===== src/rtl/sram_ctrl_pkg.sv =====
package sram_ctrl_pkg;

  typedef enum logic [2:0] {
    PH_IDLE,
    PH_RD_ACC,
    PH_WR_SETUP,
    PH_WR_PULSE,
    PH_WR_HOLD,
    PH_TURN
  } phase_e;

  typedef struct packed {
    logic cs_n;
    logic we_n;
    logic oe_n;
    logic drive;
  } pins_t;

  function automatic int unsigned ceil_div(int unsigned num, int unsigned den);
    return (num + den - 1) / den;
  endfunction

  // Access time rounded up to whole cycles, plus one cycle of capture margin.
  function automatic int unsigned access_wait_cycles(int unsigned clk_ps, int unsigned acc_ps);
    return ceil_div(acc_ps, clk_ps) + 1;
  endfunction

  function automatic int unsigned max_of(int unsigned a, int unsigned b);
    return (a > b) ? a : b;
  endfunction

  function automatic int unsigned phase_len(phase_e ph, int unsigned acc, int unsigned setup,
                                            int unsigned wp, int unsigned hold,
                                            int unsigned turn);
    case (ph)
      PH_RD_ACC:   return acc;
      PH_WR_SETUP: return setup;
      PH_WR_PULSE: return wp;
      PH_WR_HOLD:  return hold;
      PH_TURN:     return turn;
      default:     return 1;
    endcase
  endfunction

  // Pin levels that belong to each phase.
  function automatic pins_t pins_for(phase_e ph);
    pins_t p;
    p = '{cs_n: 1'b1, we_n: 1'b1, oe_n: 1'b1, drive: 1'b0};
    case (ph)
      PH_RD_ACC:   begin p.cs_n = 1'b0; p.oe_n = 1'b0; end
      PH_WR_SETUP: begin p.cs_n = 1'b0; p.drive = 1'b1; end
      PH_WR_PULSE: begin p.cs_n = 1'b0; p.we_n = 1'b0; p.drive = 1'b1; end
      PH_WR_HOLD:  begin p.cs_n = 1'b0; p.drive = 1'b1; end
      default:     ;
    endcase
    return p;
  endfunction

endpackage


===== src/rtl/sram_phase_seq.sv =====
module sram_phase_seq
  import sram_ctrl_pkg::*;
#(
  parameter int unsigned ACC_CYC   = 2,
  parameter int unsigned SETUP_CYC = 1,
  parameter int unsigned WP_CYC    = 2,
  parameter int unsigned HOLD_CYC  = 1,
  parameter int unsigned TURN_CYC  = 1
) (
  input  logic   clk,
  input  logic   rst_n,
  input  logic   start,
  input  logic   start_write,
  output phase_e phase,
  output phase_e phase_next,
  output logic   phase_end
);

  localparam int unsigned LMAX =
    max_of(max_of(max_of(ACC_CYC, SETUP_CYC), max_of(WP_CYC, HOLD_CYC)), TURN_CYC);
  localparam int CNT_W = (LMAX < 2) ? 1 : $clog2(LMAX);

  phase_e           ph_q, ph_d;
  logic [CNT_W-1:0] cnt_q;
  logic             cnt_zero;

  assign cnt_zero   = (cnt_q == '0);
  assign phase_end  = cnt_zero && (ph_q != PH_IDLE);
  assign phase      = ph_q;
  assign phase_next = ph_d;

  always_comb begin
    ph_d = ph_q;
    unique case (ph_q)
      PH_IDLE:     if (start) ph_d = start_write ? PH_WR_SETUP : PH_RD_ACC;
      PH_RD_ACC:   if (cnt_zero) ph_d = PH_TURN;
      PH_WR_SETUP: if (cnt_zero) ph_d = PH_WR_PULSE;
      PH_WR_PULSE: if (cnt_zero) ph_d = PH_WR_HOLD;
      PH_WR_HOLD:  if (cnt_zero) ph_d = PH_TURN;
      PH_TURN:     if (cnt_zero) ph_d = PH_IDLE;
      default:     ph_d = PH_IDLE;
    endcase
  end

  always_ff @(posedge clk) begin
    if (!rst_n) begin
      ph_q  <= PH_IDLE;
      cnt_q <= '0;
    end else begin
      ph_q <= ph_d;
      if (ph_d != ph_q)
        cnt_q <= CNT_W'(phase_len(ph_d, ACC_CYC, SETUP_CYC, WP_CYC, HOLD_CYC, TURN_CYC) - 1);
      else if (!cnt_zero)
        cnt_q <= cnt_q - 1'b1;
    end
  end

  // a busy phase is never left before its counter has run out.
  p_phase_held_r5: assert property (@(posedge clk) disable iff (!rst_n)
    (ph_q != PH_IDLE && !cnt_zero) |=> (ph_q == $past(ph_q)));

  // leaving idle only on a start request.
  p_idle_until_start_r2: assert property (@(posedge clk) disable iff (!rst_n)
    (ph_q == PH_IDLE && !start) |=> (ph_q == PH_IDLE));

endmodule


===== src/rtl/sram_pin_drive.sv =====
module sram_pin_drive
  import sram_ctrl_pkg::*;
#(
  parameter int unsigned ADDR_W = 15,
  parameter int unsigned DATA_W = 8
) (
  input  logic              clk,
  input  logic              rst_n,
  input  phase_e            phase_next,
  input  logic              accept,
  input  logic              capture,
  input  logic [ADDR_W-1:0] req_addr,
  input  logic [DATA_W-1:0] req_wdata,
  input  logic [DATA_W-1:0] mem_dq_in,
  output logic [ADDR_W-1:0] mem_addr,
  output logic              mem_cs_n,
  output logic              mem_we_n,
  output logic              mem_oe_n,
  output logic [DATA_W-1:0] mem_dq_out,
  output logic              mem_dq_oe,
  output logic              rd_valid,
  output logic [DATA_W-1:0] rd_data
);

  pins_t nxt;
  assign nxt = pins_for(phase_next);

  // Strobes are registered so the pins never glitch on a state decode.
  always_ff @(posedge clk) begin
    if (!rst_n) begin
      mem_cs_n   <= 1'b1;
      mem_we_n   <= 1'b1;
      mem_oe_n   <= 1'b1;
      mem_dq_oe  <= 1'b0;
      mem_addr   <= '0;
      mem_dq_out <= '0;
      rd_valid   <= 1'b0;
      rd_data    <= '0;
    end else begin
      mem_cs_n  <= nxt.cs_n;
      mem_we_n  <= nxt.we_n;
      mem_oe_n  <= nxt.oe_n;
      mem_dq_oe <= nxt.drive;
      if (accept) begin
        mem_addr   <= req_addr;
        mem_dq_out <= req_wdata;
      end
      rd_valid <= capture;
      if (capture) rd_data <= mem_dq_in;
    end
  end

  p_addr_still_selected_r6: assert property (@(posedge clk) disable iff (!rst_n)
    (!mem_cs_n && !$past(mem_cs_n)) |-> $stable(mem_addr));

  p_oe_only_reading_r7: assert property (@(posedge clk) disable iff (!rst_n)
    !mem_oe_n |-> (mem_we_n && !mem_dq_oe));

  p_drive_after_oe_off_r8: assert property (@(posedge clk) disable iff (!rst_n)
    mem_dq_oe |-> (mem_oe_n && $past(mem_oe_n)));

  p_strobe_inside_drive_r9: assert property (@(posedge clk) disable iff (!rst_n)
    !mem_we_n |-> (!mem_cs_n && mem_dq_oe && $past(mem_dq_oe)));

  p_hold_after_strobe_r9: assert property (@(posedge clk) disable iff (!rst_n)
    ($past(!mem_we_n) && mem_we_n) |-> (mem_dq_oe && !mem_cs_n));

  p_valid_one_cycle_r4: assert property (@(posedge clk) disable iff (!rst_n)
    rd_valid |=> !rd_valid);

endmodule


===== src/rtl/sram_seq_ctrl.sv =====
module sram_seq_ctrl
  import sram_ctrl_pkg::*;
#(
  parameter int unsigned ADDR_W    = 15,
  parameter int unsigned DATA_W    = 8,
  parameter int unsigned CLK_PS    = 10000,
  parameter int unsigned ACC_PS    = 10000,
  parameter int unsigned SETUP_CYC = 1,
  parameter int unsigned WP_CYC    = 2,
  parameter int unsigned HOLD_CYC  = 1,
  parameter int unsigned TURN_CYC  = 1
) (
  input  logic              clk,
  input  logic              rst_n,
  input  logic              req_valid,
  output logic              req_ready,
  input  logic              req_write,
  input  logic [ADDR_W-1:0] req_addr,
  input  logic [DATA_W-1:0] req_wdata,
  output logic              rd_valid,
  output logic [DATA_W-1:0] rd_data,
  output logic [ADDR_W-1:0] mem_addr,
  output logic              mem_cs_n,
  output logic              mem_we_n,
  output logic              mem_oe_n,
  output logic [DATA_W-1:0] mem_dq_out,
  output logic              mem_dq_oe,
  input  logic [DATA_W-1:0] mem_dq_in
);

  localparam int unsigned ACC_CYC = access_wait_cycles(CLK_PS, ACC_PS);

  phase_e phase, phase_next;
  logic   phase_end;
  logic   accept;
  logic   capture;

  assign req_ready = (phase == PH_IDLE);
  assign accept    = req_valid && req_ready;
  assign capture   = phase_end && (phase == PH_RD_ACC);

  sram_phase_seq #(
    .ACC_CYC  (ACC_CYC),
    .SETUP_CYC(SETUP_CYC),
    .WP_CYC   (WP_CYC),
    .HOLD_CYC (HOLD_CYC),
    .TURN_CYC (TURN_CYC)
  ) u_seq (
    .clk        (clk),
    .rst_n      (rst_n),
    .start      (accept),
    .start_write(req_write),
    .phase      (phase),
    .phase_next (phase_next),
    .phase_end  (phase_end)
  );

  sram_pin_drive #(
    .ADDR_W(ADDR_W),
    .DATA_W(DATA_W)
  ) u_pins (
    .clk       (clk),
    .rst_n     (rst_n),
    .phase_next(phase_next),
    .accept    (accept),
    .capture   (capture),
    .req_addr  (req_addr),
    .req_wdata (req_wdata),
    .mem_dq_in (mem_dq_in),
    .mem_addr  (mem_addr),
    .mem_cs_n  (mem_cs_n),
    .mem_we_n  (mem_we_n),
    .mem_oe_n  (mem_oe_n),
    .mem_dq_out(mem_dq_out),
    .mem_dq_oe (mem_dq_oe),
    .rd_valid  (rd_valid),
    .rd_data   (rd_data)
  );

  p_ready_means_quiet_r2: assert property (@(posedge clk) disable iff (!rst_n)
    req_ready |-> (mem_cs_n && mem_we_n && mem_oe_n && !mem_dq_oe));

  p_addr_moves_on_accept_r2: assert property (@(posedge clk) disable iff (!rst_n)
    !$stable(mem_addr) |-> $past(accept));

endmodule


===== config.mk =====
export PLATFORM = sky130hd
export DESIGN_NAME = sram_seq_ctrl
export DESIGN_NICKNAME = d
export VERILOG_FILES = /design/src/rtl/sram_ctrl_pkg.sv /design/src/rtl/sram_phase_seq.sv /design/src/rtl/sram_pin_drive.sv /design/src/rtl/sram_seq_ctrl.sv
export SDC_FILE = /design/constraint.sdc
export NUM_CORES = 1
export LEC_CHECK = 0
export BUFFER_PORTS_ARGS = -buffer_cell sky130_fd_sc_hd__clkbuf_2
export CORE_UTILIZATION = 42
export CTS_CLUSTER_DIAMETER = 80
export DETAILED_ROUTE_END_ITERATION = 12
export MAX_ROUTING_LAYER = met4
export PLACE_DENSITY = 0.75
export SYNTH_ARGS = -nofsm -noshare
export SYNTH_HDL_FRONTEND = slang
export SYNTH_HIERARCHICAL = 1
export SYNTH_SLANG_ARGS = --single-unit
export TNS_END_PERCENT = 100

===== constraint.sdc =====
create_clock -name clk -period 1.8 [get_ports clk]
set_input_delay 0.09 -clock clk [delete_from_list [all_inputs] [get_ports clk]]
set_output_delay 0.09 -clock clk [all_outputs]
set_load 0.01 [all_outputs]

==> results.tsv, run 1 <==
stage	metric	value	unit
sta	Final Worst Setup Slack	0.103	ns
power_and_ir_drop	total design power	3.14	mW
route	routed via count divided by cell count	4.63	
critical_path	ordered cell list for the critical path	nor4b_4 -> nand2b_1 -> o2bb2ai_2 -> a21oi_1 -> and4bb_2 -> a31o_2	
global_routing	initial antenna violation count	0	
route	post-route ant nets	0	
global_routing	largest net degree at the start of global routing	25	
placement	instance count after placement with tap cells included	260	
sta	Post-Route Skew	0.00395	ns
placement	sum of net half-perimeters after detailed placement	2320	um
floorplan	total die area	0.00414	mm^2
clocking	CTS H-tree lvls	2	
floorplan	initial core utilization	44.2	%
power_and_ir_drop	worst-case vdd ir drop	0.609	mV
worst_hold_path	kind of path behind the tightest hold check	in2reg	
floorplan	number of cell rows	22	
clocking	clock tree from TritonCTS	built	
clocking	root cell of the clock tree	sky130_fd_sc_hd__clkbuf_8	
clocking	Clk pin slew, worst setup/hold paths	0.07	ns
global_routing	Total Routing Usage GR	16.1	%
placement	total of buffers placed on input and output ports	71	
logic_synthesis	number of different library cells in the post-synthesis netlist	26	
finish	final standard cell count with taps included and fillers excluded	267	
sta	worst slew slack as a fraction of its limit	71.9	%
finish	Diodes inserted	0	
power_and_ir_drop	cell-internal power	2.04	mW
sta	post-layout minimum cycle time	1.70	ns
clocking	clock sinks	40	
sta	number of pins with negative max-slew slack in the final report	0	
finish	number of fill cells in the layout	364	
global_routing	global-route wire length before repair	4890	um
floorplan	Die H	64.3	um
critical_path	critical path capture point type	flip-flop	
critical_path	crit path DAT	1.88	ns
logic_synthesis	combined area of all synthesized cells	0.00163	mm^2
route	overall routed net length	3190	um
logic_synthesis	post-synthesis area per instance	11.3	um^2
finish	most used cells in the layout excluding fill and tap cells	71 x sky130_fd_sc_hd__clkbuf_2, 40 x sky130_fd_sc_hd__dfxtp_1, 33 x sky130_fd_sc_hd__mux2i_1, 32 x sky130_fd_sc_hd__nor2b_1, 6 x sky130_fd_sc_hd__buf_4	
power_and_ir_drop	share of power burned in registers	38.5	%
floorplan	core footprint	0.00369	mm^2
critical_path	critical path startpoint category	flip-flop	
route	detailed-router iteration count before antenna repair	3	
power_and_ir_drop	power per unit of standard cell area	1500	mW/mm^2
run	Maximum Capacitance Violations	0	
clocking	clock latency on the worst-skew pair	0.28	ns
route	wire length per cell	12.0	um
sta	sum of negative setup slack	0	ns
floorplan	Die X-Extent	64.3	um
clocking	CTS Hold Bufs	0	
route	drt drc	0	
placement	setup slack after placement	0.0633	ns
clocking	Gates resized, CTS repair	0	
sta	final setup vio count	0	
placement	weighted congestion at the end of routability-driven global placement	0.807	
critical_path	worst setup path category	reg2reg	
power_and_ir_drop	part of the total power dissipated in combinational logic	44.3	%
sta	Min Hold Slack	0.0601	ns
outcome	outcome	completed	
critical_path	maximum net fanout on the critical path	3	
floorplan	Top Ports	72	
global_routing	number of global-route vias before repair	1114	
sta	Least-Margin Pin Slew	0.410	ns
power_and_ir_drop	switch share	35.1	%
critical_path	Critical Path Max Stage Delay	0.34	ns
finish	leading cell type in the layout, fill and taps excluded	sky130_fd_sc_hd__clkbuf_2	
critical_path	highest-delay cell along the critical path	sky130_fd_sc_hd__dfxtp_1	
logic_synthesis	nets in the synthesized netlist	179	
power_and_ir_drop	proportion of power drawn by the clock network	17.2	%
critical_path	logic depth of the worst register-to-register path	6	
logic_synthesis	count of synthesis-stage warnings from yosys	6	
finish	Area Overhead vs Synth	28.5	%
logic_synthesis	Post-Syn Instances	144	
sta	maximum clock frequency	589	MHz
power_and_ir_drop	leakage power total	0.949	nW
sta	share of the cycle needed by the critical path after routing	94.3	%
sta	setup repair after global routing missed its margin	false	
clocking	buffer depth of the longest clock path	2	
logic_synthesis	sequential element share of the synthesized area	49.1	%
power_and_ir_drop	NetSw	1.10	mW
critical_path	CP required	1.98	ns
route	first-iteration detailed-routing DRC count	25	
global_routing	total grt overflow	0	
finish	share of post-route cells with drive strength above 1	42.0	%
finish	area of all sequential standard cells	801	um^2
finish	total number of nets in the final design	254	
logic_synthesis	Synth Register Bits	40	
finish	area used by multi-input combinational logic	754	um^2
worst_hold_path	number of stages on the worst hold path	3	
clocking	post-CTS repair timing setup buffer count	0	
clocking	Num CTS Buffers	5	
route	number of vias in the routed layout	1235	
sta	final hold violation count	0	
## stage by stage
step | cell area, um^2 | util [%]
after floorplan | 1640 | -
after global placement | 2020 | 54.7
after detailed placement | 2020 | 54.7
after CTS | 2090 | 56.8
after global routing | 2100 | 56.9
final | 2100 | 56.9
## cells in the mapped netlist
master	instances	share of area, %
sky130_fd_sc_hd__nand2b_1	3	1.2
sky130_fd_sc_hd__clkbuf_1	3	0.69
sky130_fd_sc_hd__nand3b_1	1	0.46
sky130_fd_sc_hd__nor2b_1	32	12
sky130_fd_sc_hd__buf_6	2	1.4
sky130_fd_sc_hd__a211oi_2	1	0.77
sky130_fd_sc_hd__nor3_1	1	0.31
sky130_fd_sc_hd__and4bb_2	2	1.5
sky130_fd_sc_hd__dfxtp_1	40	49
sky130_fd_sc_hd__o2bb2ai_2	1	0.92
sky130_fd_sc_hd__buf_2	2	0.61
sky130_fd_sc_hd__or2_2	1	0.38
sky130_fd_sc_hd__a31o_2	1	0.54
sky130_fd_sc_hd__nor3_2	1	0.61
sky130_fd_sc_hd__inv_1	1	0.23
sky130_fd_sc_hd__mux2i_1	33	20
sky130_fd_sc_hd__nand3_1	1	0.31
sky130_fd_sc_hd__buf_12	2	2.5
sky130_fd_sc_hd__nor2_1	4	0.92
sky130_fd_sc_hd__a21oi_1	3	0.92
sky130_fd_sc_hd__xnor2_1	1	0.54
sky130_fd_sc_hd__and2_1	2	0.77
sky130_fd_sc_hd__nand2_1	2	0.46
sky130_fd_sc_hd__a2bb2oi_1	2	1.1
sky130_fd_sc_hd__nor3b_1	1	0.46
sky130_fd_sc_hd__nor4b_2	1	0.92
## final timing paths
| check | from | end | slack (ns) |
|---|---|---|---|
| max reg2reg | u_seq/phase[0]$_SDFF_PN0_ | u_pins/mem_dq_oe$_SDFF_PN0_ | 0.10 |
| min reg2reg | u_pins/mem_addr[1]$_SDFFE_PN0P_ | u_pins/mem_addr[1]$_SDFFE_PN0P_ | 0.52 |
| min | mem_dq_in[4] | u_pins/rd_data[4]$_SDFFE_PN0P_ | 0.06 |
| max | u_seq/phase[0]$_SDFF_PN0_ | u_pins/mem_dq_oe$_SDFF_PN0_ | 0.10 |
## power groups by stage
stage / Clock (mW) / Sequential, mW / Combinational [mW]
floorplan: 0 / 1.32 / 0.983
global placement: 0 / 1.22 / 1.36
detailed placement: 0 / 1.23 / 1.39
CTS: 0.571 / 1.21 / 1.40
global route: 0.617 / 1.23 / 1.52
finish: 0.541 / 1.21 / 1.39
## area by class of cell
type	count	share of cell area, %
tap	48	2.86
inverter	1	0.179
multi-input combinational	94	36.0
timing repair buffer	77	19.1
clock inverter	1	0.239
clock buffer	6	3.46
sequential	40	38.2
## logic make-up after synthesis
| family | after synthesis | synth area share [%] |
|---|---|---|
| buffers and inverters | 10 | 5.37 |
| AO/OA/AOI/OAI | 8 | 4.22 |
| XOR/XNOR | 1 | 0.537 |
| AND/OR/NAND/NOR | 52 | 20.6 |
| flip-flops | 40 | 49.1 |
| multiplexers | 33 | 20.2 |
## critical path, delay by kind of cell (launching register included)
family,cells,cell delay (ns)
simple gates,3,0.72
compound gates,3,0.53
flops,1,0.34
## registers in the layout, summed over array words and instances (netlist names)
name               flops
u_pins/rd_data         8
u_seq/cnt_q            1
u_pins/rd_valid        1
u_pins/mem_dq_out      8
u_pins/mem_addr       15
u_pins/mem_cs_n        1
u_pins/mem_dq_oe       1
u_pins/mem_oe_n        1
u_pins/mem_we_n        1
u_seq/phase            3
## routing by layer
| metal | global-route usage, % | wire length [um] | vias up |
|---|---|---|---|
| met1 | 18.8 | 1430 | 555 |
| met3 | 6.07 | 176 | 2 |
| li1 | - | - | 632 |
| met4 | 5.00 | 18 | 0 |
| met5 | - | 0 | - |
| met2 | 25.7 | 1570 | 46 |
No activity file was read; power rests on OpenSTA's default activity.
==> inputs of run 2 (changes only) <==
Settings changed: CORE_UTILIZATION 42 to 41, SYNTH_HIERARCHICAL 1 to unset.
==> run 2 against run 1 <==
  * Combinational power is 41% lower
  * Die area is 5.0% lower
  * Fmax is 15% higher
  * Utilization is 0.62 points higher
  * Via count is 12% higher
  * Worst hold slack worse by 0.050 ns
  * Flip-flop and latch count stayed put
  * Total power is 14% lower
==> results.tsv, run 2 <==
stage	metric	value	unit	change
outcome	outcome	completed		unchanged
route	wire length per cell	10.8	um	was 12.0 um
power_and_ir_drop	leakage power total	0.903	nW	was 0.949 nW
clocking	clock latency on the worst-skew pair	0.29	ns	was 0.28 ns
sta	maximum clock frequency	676	MHz	was 589 MHz
logic_synthesis	combined area of all synthesized cells	0.00151	mm^2	was 0.00163 mm^2
floorplan	Die H	62.7	um	was 64.3 um
route	routed via count divided by cell count	4.66		was 4.63
sta	sum of negative setup slack	0	ns	unchanged
finish	final standard cell count with taps included and fillers excluded	297		was 267
placement	total of buffers placed on input and output ports	71		unchanged
logic_synthesis	EDFF count, synth	0		unchanged
sta	Post-Route Skew	0.00463	ns	was 0.00395 ns
worst_hold_path	min-delay src	req_addr[8]		was mem_dq_in[4]
worst_hold_path	hold endpoint	u_pins.mem_addr[8]$_SDFFE_PN0P_		was u_pins/rd_data[4]$_SDFFE_PN0P_
critical_path	highest-delay cell along the critical path	sky130_fd_sc_hd__dfxtp_1		unchanged
logic_synthesis	Yosys top cell by area	sky130_fd_sc_hd__dfxtp_1		unchanged
worst_hold_path	number of stages on the worst hold path	3		unchanged
logic_synthesis	top cell type's share of synthesized area	53.0	%	was 49.1%
logic_synthesis	leading cell types by total area after synthesis	sky130_fd_sc_hd__dfxtp_1 53%, sky130_fd_sc_hd__nand2_1 16%, sky130_fd_sc_hd__a21oi_1 11%, sky130_fd_sc_hd__buf_6 2.2%, sky130_fd_sc_hd__buf_8 2.0%		was sky130_fd_sc_hd__dfxtp_1 49%, sky130_fd_sc_hd__mux2i_1 20%, sky130_fd_sc_hd__nor2b_1 12%, sky130_fd_sc_hd__buf_12 2.5%, sky130_fd_sc_hd__and4bb_2 1.5%
sta	Least-Margin Pin Slew	0.521	ns	was 0.410 ns
clocking	Num CTS Buffers	5		unchanged
placement	Placement Cell Area	0.00187	mm^2	was 0.00202 mm^2
logic_synthesis	nets in the synthesized netlist	215		was 179
finish	flip-flop count of the largest register, all copies and words added	15		unchanged
critical_path	maximum net fanout on the critical path	8		was 3
critical_path	CP required	1.98	ns	about the same
floorplan	initial core utilization	43.9	%	was 44.2%
placement	setup slack after placement	0.347	ns	was 0.0633 ns
critical_path	gate family responsible for the most delay along the worst path	flip-flops		was simple AND/OR/NAND/NOR gates
critical_path	crit path DAT	1.66	ns	was 1.88 ns
finish	leading registers by flop count	u_pins.mem_addr: 15 flops, u_pins.mem_dq_out: 8 flops, u_pins.rd_data: 8 flops		was u_pins/mem_addr: 15 flops, u_pins/mem_dq_out: 8 flops, u_pins/rd_data: 8 flops
finish	leading cell type in the layout, fill and taps excluded	sky130_fd_sc_hd__clkbuf_2		unchanged
logic_synthesis	cell with the most instances after synthesis	sky130_fd_sc_hd__nand2_1		was sky130_fd_sc_hd__dfxtp_1
sta	worst slew slack as a fraction of its limit	65.1	%	was 71.9%
critical_path	worst setup path category	reg2reg		unchanged
global_routing	initial antenna violation count	0		unchanged
route	first-iteration detailed-routing DRC count	94		was 25
critical_path	critical path startpoint category	flip-flop		unchanged
finish	Layout Utilization	57.5	%	was 56.9%
worst_hold_path	kind of path behind the tightest hold check	in2reg		unchanged
logic_synthesis	post-synthesis area per instance	8.39	um^2	was 11.3 um^2
global_routing	global-route wire length before repair	5310	um	was 4890 um
critical_path	R2R Path End	u_pins.mem_oe_n$_SDFF_PN1_		was u_pins/mem_dq_oe$_SDFF_PN0_
critical_path	Critical Path Max Stage Delay	0.51	ns	was 0.34 ns
finish	share of post-route cells with drive strength above 1	33.9	%	was 42.0%
critical_path	ordered cell list for the critical path	xnor2_1 -> a2bb2oi_2 -> nand3_1 -> or3_1		was nor4b_4 -> nand2b_1 -> o2bb2ai_2 -> a21oi_1 -> and4bb_2 -> a31o_2
run	Maximum Capacitance Violations	0		unchanged
finish	post-route design area	0.00198	mm^2	was 0.00210 mm^2
clocking	CTS H-tree lvls	2		unchanged
clocking	clock sinks	40		unchanged
route	number of vias in the routed layout	1383		was 1235
logic_synthesis	Synth Register Bits	40		unchanged
finish	number of fill cells in the layout	338		was 364
sta	setup repair after global routing missed its margin	false		unchanged
critical_path	logic depth of the worst register-to-register path	4		was 6
power_and_ir_drop	worst-case vdd ir drop	0.739	mV	was 0.609 mV
finish	Diodes inserted	0		unchanged
sta	number of pins with negative max-slew slack in the final report	0		unchanged
clocking	buffer depth of the longest clock path	2		unchanged
sta	Final Worst Setup Slack	0.321	ns	was 0.103 ns
clocking	Gates resized, CTS repair	0		unchanged
sta	post-layout minimum cycle time	1.48	ns	was 1.70 ns
logic_synthesis	count of synthesis-stage warnings from yosys	0		was 6
critical_path	start of the worst register-to-register path	u_seq.phase[0]$_SDFF_PN0_		was u_seq/phase[0]$_SDFF_PN0_
power_and_ir_drop	power per unit of standard cell area	1370	mW/mm^2	was 1500 mW/mm^2
sta	Min Hold Slack	0.0105	ns	was 0.0601 ns
global_routing	total grt overflow	0		unchanged
sta	final setup vio count	0		unchanged
critical_path	CP bufs+invs	0		unchanged
power_and_ir_drop	total design power	2.71	mW	was 3.14 mW
clocking	root cell of the clock tree	sky130_fd_sc_hd__clkbuf_8		unchanged
logic_synthesis	sequential element share of the synthesized area	53.0	%	was 49.1%
route	overall routed net length	3210	um	was 3190 um
floorplan	number of cell rows	21		was 22
logic_synthesis	proportion of register bits with asynchronous set or reset after synthesis	0	%	unchanged
sta	final hold violation count	0		unchanged
logic_synthesis	Post-Syn Instances	180		was 144
placement	sum of net half-perimeters after detailed placement	2270	um	was 2320 um
critical_path	critical path capture point type	flip-flop		unchanged
floorplan	Top Ports	72		unchanged
clocking	clock tree from TritonCTS	built		unchanged
logic_synthesis	number of different library cells in the post-synthesis netlist	26		unchanged
clocking	post-CTS repair timing setup buffer count	0		unchanged
clocking	Clk pin slew, worst setup/hold paths	0.07	ns	about the same
placement	instance count after placement with tap cells included	289		was 260
placement	weighted congestion at the end of routability-driven global placement	0.827		was 0.807
floorplan	core footprint	0.00344	mm^2	was 0.00369 mm^2
clocking	CTS Hold Bufs	0		unchanged
finish	Top reg by flops	u_pins.mem_addr		was u_pins/mem_addr
route	detailed-router iteration count before antenna repair	4		was 3
logic_synthesis	commonest cells in the synthesized netlist	65 x sky130_fd_sc_hd__nand2_1, 40 x sky130_fd_sc_hd__dfxtp_1, 33 x sky130_fd_sc_hd__a21oi_1, 5 x sky130_fd_sc_hd__clkbuf_1, 4 x sky130_fd_sc_hd__nand2b_1		was 40 x sky130_fd_sc_hd__dfxtp_1, 33 x sky130_fd_sc_hd__mux2i_1, 32 x sky130_fd_sc_hd__nor2b_1, 4 x sky130_fd_sc_hd__nor2_1
global_routing	Total Routing Usage GR	17.8	%	was 16.1%
floorplan	total die area	0.00393	mm^2	was 0.00414 mm^2
finish	total number of nets in the final design	285		was 254
floorplan	Die X-Extent	62.7	um	was 64.3 um
sta	share of the cycle needed by the critical path after routing	82.2	%	was 94.3%
finish	most used cells in the layout excluding fill and tap cells	71 x sky130_fd_sc_hd__clkbuf_2, 65 x sky130_fd_sc_hd__nand2_1, 40 x sky130_fd_sc_hd__dfxtp_1, 33 x sky130_fd_sc_hd__a21oi_1, 5 x sky130_fd_sc_hd__clkbuf_8		was 71 x sky130_fd_sc_hd__clkbuf_2, 40 x sky130_fd_sc_hd__dfxtp_1, 33 x sky130_fd_sc_hd__mux2i_1, 32 x sky130_fd_sc_hd__nor2b_1, 6 x sky130_fd_sc_hd__buf_4
critical_path	Reg2Reg Setup Slack	0.32	ns	was 0.10 ns
global_routing	largest net degree at the start of global routing	24		was 25
global_routing	number of global-route vias before repair	1245		was 1114
route	drt drc	0		unchanged
logic_synthesis	prevailing post-synth register cell	sky130_fd_sc_hd__dfxtp_1		unchanged
finish	Area Overhead vs Synth	31.0	%	was 28.5%
route	post-route ant nets	0		unchanged
==> run 2: cell types whose count changed in the layout (fill, tap and decap cells not counted), moves of 4 or more <==
cell	before	now
sky130_fd_sc_hd__nor2b_1	32	0
sky130_fd_sc_hd__mux2i_1	33	2
sky130_fd_sc_hd__nand2_1	2	65
sky130_fd_sc_hd__buf_4	6	2
sky130_fd_sc_hd__a21oi_1	3	33
==> run 2: area by class of cell <==
type	count	area (um^2)	share of cell area, %
clock inverter	2	35.0	1.77
sequential	40	801	40.5
timing repair buffer	74	390	19.7
tap	46	57.6	2.91
clock buffer	6	72.6	3.67
multi-input combinational	126	611	30.9
inverter	3	11.3	0.569
==> run 2: worst register-to-register path, stage by stage, from the launching register on <==
cell,delay (ns)
sky130_fd_sc_hd__dfxtp_1,0.51
sky130_fd_sc_hd__xnor2_1,0.18
sky130_fd_sc_hd__a2bb2oi_2,0.23
sky130_fd_sc_hd__nand3_1,0.14
sky130_fd_sc_hd__or3_1,0.31
==> run 2: power breakdown <==
part | total, mW | internal [mW] | switching [mW]
clock network | 0.710 | 0.411 | 0.298
logic | 0.827 | 0.354 | 0.473
registers | 1.18 | 1.05 | 0.122
==> run 2: worst max-delay path by stage <==
stage                         startpoint                              end  slack [ns]  depth (start not counted)
3_5_place_dp   u_seq.phase[0]$_SDFF_PN0_       u_pins.mem_oe_n$_SDFF_PN1_        0.35                          4
6_report       u_seq.phase[0]$_SDFF_PN0_       u_pins.mem_oe_n$_SDFF_PN1_        0.32                          4
5_1_grt        u_seq.phase[2]$_SDFF_PN0_       u_pins.mem_oe_n$_SDFF_PN1_        0.23                          4
2_1_floorplan  u_seq.phase[2]$_SDFF_PN0_  u_pins.mem_addr[0]$_SDFFE_PN0P_        0.49                          6
4_1_cts        u_seq.phase[0]$_SDFF_PN0_       u_pins.mem_oe_n$_SDFF_PN1_        0.33                          4
3_3_place_gp   u_seq.phase[0]$_SDFF_PN0_       u_pins.mem_oe_n$_SDFF_PN1_        0.40                          4
==> run 2: logic make-up after synthesis <==
| logic type | Yosys count | synth area share, % |
|---|---|---|
| XOR/XNOR | 1 | 0.580 |
| multiplexers | 2 | 1.33 |
| buffers and inverters | 14 | 6.54 |
| AND/OR/NAND/NOR | 85 | 24.6 |
| AO/OA/AOI/OAI | 38 | 13.9 |
| flip-flops | 40 | 53.0 |
==> run 2: layer usage <==
metal  vias to the layer above  global-route usage (%)  part of all wire, %
met1                       592                    19.1                   43
met2                        58                    28.5                   47
met3                         7                    8.03                  9.1
met5                         -                       -                    0
li1                        726                       -                    -
met4                         0                    6.69                  1.0
